--- src/rtl/patch_redirect.sv ---
module patch_redirect #(
  parameter int AW = 16,
  parameter int DW = 8,
  parameter logic [AW-1:0] REG_BASE = 16'h020C,
  parameter logic [AW-1:0] CTRL_ADDR = 16'h0210,
  parameter logic [AW-1:0] VEC_A = 16'h02C0,
  parameter logic [AW-1:0] VEC_B = 16'h02E0,
  parameter logic [AW-1:0] EXEMPT_LO = 16'h1000,
  parameter logic [AW-1:0] EXEMPT_HI = 16'h1FFF
) (
  input  logic          clk,
  input  logic          rst_n,
  input  logic [AW-1:0] bus_addr,
  input  logic [DW-1:0] bus_wdata,
  input  logic          bus_we,
  input  logic          bus_re,
  output logic [DW-1:0] bus_rdata,
  input  logic [AW-1:0] fetch_addr,
  input  logic          fetch_op,
  input  logic          ext_rom_sel,
  output logic          redirect,
  output logic [AW-1:0] redirect_target
);
  localparam int NE = 2;
  localparam int CW = 4;

  logic [AW-1:0] patch_a [NE];
  logic [CW-1:0] ctrl_q;
  logic [NE-1:0] hit;
  logic [NE-1:0] rd_hi, rd_lo;
  logic          exempt;

  assign exempt = ext_rom_sel && fetch_addr >= EXEMPT_LO && fetch_addr <= EXEMPT_HI;

  for (genvar g = 0; g < NE; g++) begin : g_ent
    localparam logic [AW-1:0] HI_A = REG_BASE + AW'(2 * g);
    localparam logic [AW-1:0] LO_A = HI_A + AW'(1);

    always_ff @(posedge clk or negedge rst_n) begin
      if (!rst_n) begin
        patch_a[g] <= '0;
      end else if (bus_we) begin
        if (bus_addr == HI_A) patch_a[g][AW-1:DW] <= bus_wdata;
        if (bus_addr == LO_A) patch_a[g][DW-1:0]  <= bus_wdata;
      end
    end

    assign rd_hi[g] = bus_addr == HI_A;
    assign rd_lo[g] = bus_addr == LO_A;
    assign hit[g]   = fetch_op && ctrl_q[g] && !exempt && fetch_addr == patch_a[g];
  end

  always_ff @(posedge clk or negedge rst_n) begin
    if (!rst_n) ctrl_q <= '0;
    else if (bus_we && bus_addr == CTRL_ADDR) ctrl_q <= bus_wdata[CW-1:0];
  end

  always_comb begin
    bus_rdata = '0;
    if (bus_re) begin
      for (int i = 0; i < NE; i++) begin
        if (rd_hi[i]) bus_rdata = patch_a[i][AW-1:DW];
        if (rd_lo[i]) bus_rdata = patch_a[i][DW-1:0];
      end
      if (bus_addr == CTRL_ADDR) bus_rdata = {{(DW-CW){1'b0}}, ctrl_q};
    end
  end

  assign redirect        = |hit;
  assign redirect_target = hit[0] ? VEC_A : hit[1] ? VEC_B : '0;
endmodule

--- config.mk ---
export PLATFORM = sky130hd
export DESIGN_NAME = patch_redirect
export DESIGN_NICKNAME = d
export VERILOG_FILES = /design/src/rtl/patch_redirect.sv
export SDC_FILE = /design/constraint.sdc
export NUM_CORES = 1
export LEC_CHECK = 0
export ABC_AREA = 0
export BUFFER_PORTS_ARGS = -buffer_cell sky130_fd_sc_hd__buf_2
export CORE_MARGIN = 5
export CORE_UTILIZATION = 50
export DETAILED_ROUTE_END_ITERATION = 8
export GPL_ROUTABILITY_DRIVEN = 0
export PLACE_DENSITY = 0.86
export SYNTH_ARGS = -nofsm -noshare
export SYNTH_HDL_FRONTEND = slang
export SYNTH_SLANG_ARGS = --single-unit
--- constraint.sdc ---
create_clock -name clk -period 4.1 [get_ports clk]
set_clock_uncertainty 0.1 [all_clocks]
set_input_delay 0.205 -clock clk [delete_from_list [all_inputs] [get_ports clk]]
set_output_delay 0.205 -clock clk [all_outputs]
set_load 0.005 [all_outputs]
==> results by group <==
Placement
  • Dpl ws: 1940 ps
  • Detail Placement HPWL: 4.26 mm
  • Port bufs: 58
  • Placed Area: 2620 µm²

Power
  • Pwr/cell area: 256 nW/µm²
  • VDD IR max: 0.157 mV
  • Leakage: 1.35 nW
  • Power Total: 0.000696 W

Layout
  • # fillers: 385
  • Share of cells above drive strength 1: 0.451
  • Ant diodes: 0
  • Fin util: 0.584
  • Layout Nets: 302
  • P&R area growth vs syn: 14.5%
  • Finished Cell Area: 2720 µm²

Timing
  • Slew Viols, Final: 0
  • Slew margin rel.: 0.448
  • RSZ-0062 raised after global routing: false
  • Fmax: 0.404 GHz
  • Final WS setup: 1620 ps
  • Slew @ Worst Pin: 821 ps
  • # setup viols final: 0
  • Final Hold Violating Endpoints: 0
  • Setup_tns: 0 ps
  • Final Cycle Share: 0.604
  • Final worst path period need: 2480 ps

Floorplanning
  • Top Ports: 71
  • Die ar.: 6230 µm²
  • Die W: 79.0 µm
  • Placement Rows: 25
  • Core area: 4660 µm²
  • Die Y: 79.0 µm
  • Starting density of the core: 0.510

Worst setup path
  • CP max-delay cell: or4_1
  • CP bufs+invs: 1
  • CP required: 3800 ps
  • Kind of end point of the critical path: primary output
  • CP Data Arrival Time: 2170 ps
  • Critical path class: reg2out
  • Critical path, cell by cell: xor2_1 > nor4_1 > nand3_1 > or4_1 > nand2_1 > buf_2
  • CP top delay family: simple AND/OR/NAND/NOR gates
  • CP Max Fanout: 4
  • Largest stage delay, worst path: 590 ps
  • CP Launch Type: flip-flop

Clocking
  • Reg clk slew, reported paths: 70 ps
  • # Post-CTS Setup Buffers: 0
  • Clock sinks: 36
  • Clock Path Buffers: 2
  • Root buffer cell: clkbuf_8
  • Skew-Pair Late Insertion Delay: 300 ps
  • Resize count post-CTS: 0
  • CTS Buf Count: 5
  • Htree depth: 2
  • CTS tree: yes

GRT
  • Vias in the first global route: 1,866
  • First-pass GRT wire length: 9.00 mm
  • Largest net degree at the start of global routing: 37
  • GR Overflow Total: 0
  • Initial antenna violation count: 0
  • All-Layer GR Usage: 0.189

Synth
  • Netlist cell types: 39
  • Synthesized instance count: 199
  • Post-synthesis sequential area ratio: 0.379
  • Seq cells post-synth: 36
  • Yosys warns: 0
  • Synth Area per Inst: 11.9 µm²
  • Mapped Area: 2380 µm²

Detailed routing
  • DR WL/cell: 17.5 µm
  • Total wire length: 5.44 mm
  • Drt drc: 0
  • Antenna Nets Post-Route: 0
  • Drt first-iter violations: 72
  • Via-per-instance ratio: 5.48
  • Vias: 1,705
  • Initial DRT Pass Iterations: 4

Hold path
  • HP Class: in2reg

Run
  • MaxCap Viol Count: 0

Run status
  • Status: finished, final reports clean
## area by class of cell
| class | count | area, µm² | share of cell area |
|---|---|---|---|
| clock inverters | 2 | 10.0 | 0.00368 |
| clock buffers | 6 | 82.6 | 0.0303 |
| multi-input cells | 152 | 1350 | 0.497 |
| repair buffers | 59 | 300 | 0.110 |
| well taps | 54 | 67.6 | 0.0248 |
| flip-flops and latches | 36 | 901 | 0.331 |
| inverters | 2 | 7.51 | 0.00276 |
## cells in the final DEF, fill, tap and decap left out, drive strengths merged, types with 3 or more instances in the layout
master	count
nand3	3
nand4	9
mux4	4
nor2b	12
mux2i	4
dfrtp	36
clkbuf	6
a21oi	4
a211oi	4
xor2	7
nor2	9
xnor2	25
a41oi	4
nand2	3
buf	58
mux2	36
conb	12
nor4	5
## state kept, by name, indices dropped and copies added, names as in the netlist
| register | cells |
|---|---|
| patch_a | 32 |
| ctrl_q | 4 |
## synth_stat cells
| master | count | area share |
|---|---|---|
| nor2_2 | 1 | 0.0026 |
| and3_1 | 1 | 0.0026 |
| inv_1 | 2 | 0.0032 |
| dfrtp_1 | 36 | 0.38 |
| and3_2 | 1 | 0.0032 |
| mux2_2 | 28 | 0.13 |
| buf_1 | 1 | 0.0016 |
| or4_1 | 1 | 0.0032 |
| nor2_8 | 1 | 0.0084 |
| nand2_1 | 3 | 0.0047 |
| a211oi_1 | 4 | 0.013 |
| nor3b_1 | 1 | 0.0032 |
| buf_12 | 1 | 0.0084 |
| xor2_1 | 7 | 0.026 |
| nor2_4 | 1 | 0.0047 |
| nand3_1 | 3 | 0.0063 |
| and4bb_2 | 1 | 0.0053 |
| nand2b_1 | 1 | 0.0026 |
| buf_4 | 15 | 0.047 |
| nand4_1 | 8 | 0.021 |
| buf_6 | 1 | 0.0047 |
| mux4_2 | 4 | 0.038 |
| mux2i_1 | 4 | 0.017 |
| nor2b_1 | 11 | 0.029 |
| buf_2 | 2 | 0.0042 |
| nand4_2 | 1 | 0.0053 |
| nor4b_4 | 1 | 0.010 |
| a41oi_1 | 4 | 0.015 |
| nor3_1 | 2 | 0.0042 |
| nor4_1 | 4 | 0.011 |
| a21oi_1 | 4 | 0.0084 |
| nor4_2 | 1 | 0.0053 |
| a31oi_1 | 1 | 0.0026 |
| conb_1 | 1 | 0.0016 |
| nor2b_4 | 1 | 0.0058 |
| xnor2_1 | 25 | 0.092 |
| nor2_1 | 6 | 0.0095 |
| mux2_4 | 8 | 0.051 |
| nand3b_4 | 1 | 0.0084 |
## logic make-up (layout without fill, tap and decap cells)
family          count (synthesis)  after routing  synth area share
mux                            44             44             0.238
flops                          36             36             0.379
xor+xnor                       32             32             0.118
compound gates                 13             13            0.0384
buf+inv                        22             69            0.0695
other cells                     1             12           0.00158
simple gates                   51             51             0.156
## metal layers
layer	global-route usage	routed length, µm	up-vias	part of all wire
met3	0.0454	303	12	0.056
met5	0	0	-	0
met4	0.0773	123	0	0.023
met2	0.329	2750	50	0.51
li1	-	-	806	-
met1	0.224	2260	837	0.42
## power by group
part | switching (W) | total, W | internal, W
Combinational | 0.0000457 | 0.0000791 | 0.0000334
Clock | 0.000128 | 0.000262 | 0.000134
Sequential | 0.000000116 | 0.000355 | 0.000355
## final timing paths
path	from	to	slack (ps)	cells past startpoint
worst max-delay path	patch_a[12]	redirect_target[9]	1620	6
worst min-delay path	bus_wdata[4]	patch_a[28]	80	2
worst max register to register	patch_a[29]	patch_a[29]	3190	1
worst min register to register	ctrl_q[3]	ctrl_q[3]	420	1
max in group asynchronous	rst_n	patch_a[20]	2960	2
min in group asynchronous	rst_n	ctrl_q[2]	430	2
## repair_timing
| item | in CTS | in global routing |
|---|---|---|
| setup endpoints to repair | 0 | 0 |
| hold buffers | 1 | 0 |
| hold endpoints to repair | 36 | 0 |
## through the flow
step	hold WS [ps]	instances
after floorplan	-191	210
after global placement	223	302
after detailed placement	234	302
after CTS	74.7	311
after global routing	79.1	311
final	85.0	311
No activity file was read; power rests on OpenSTA's default activity.
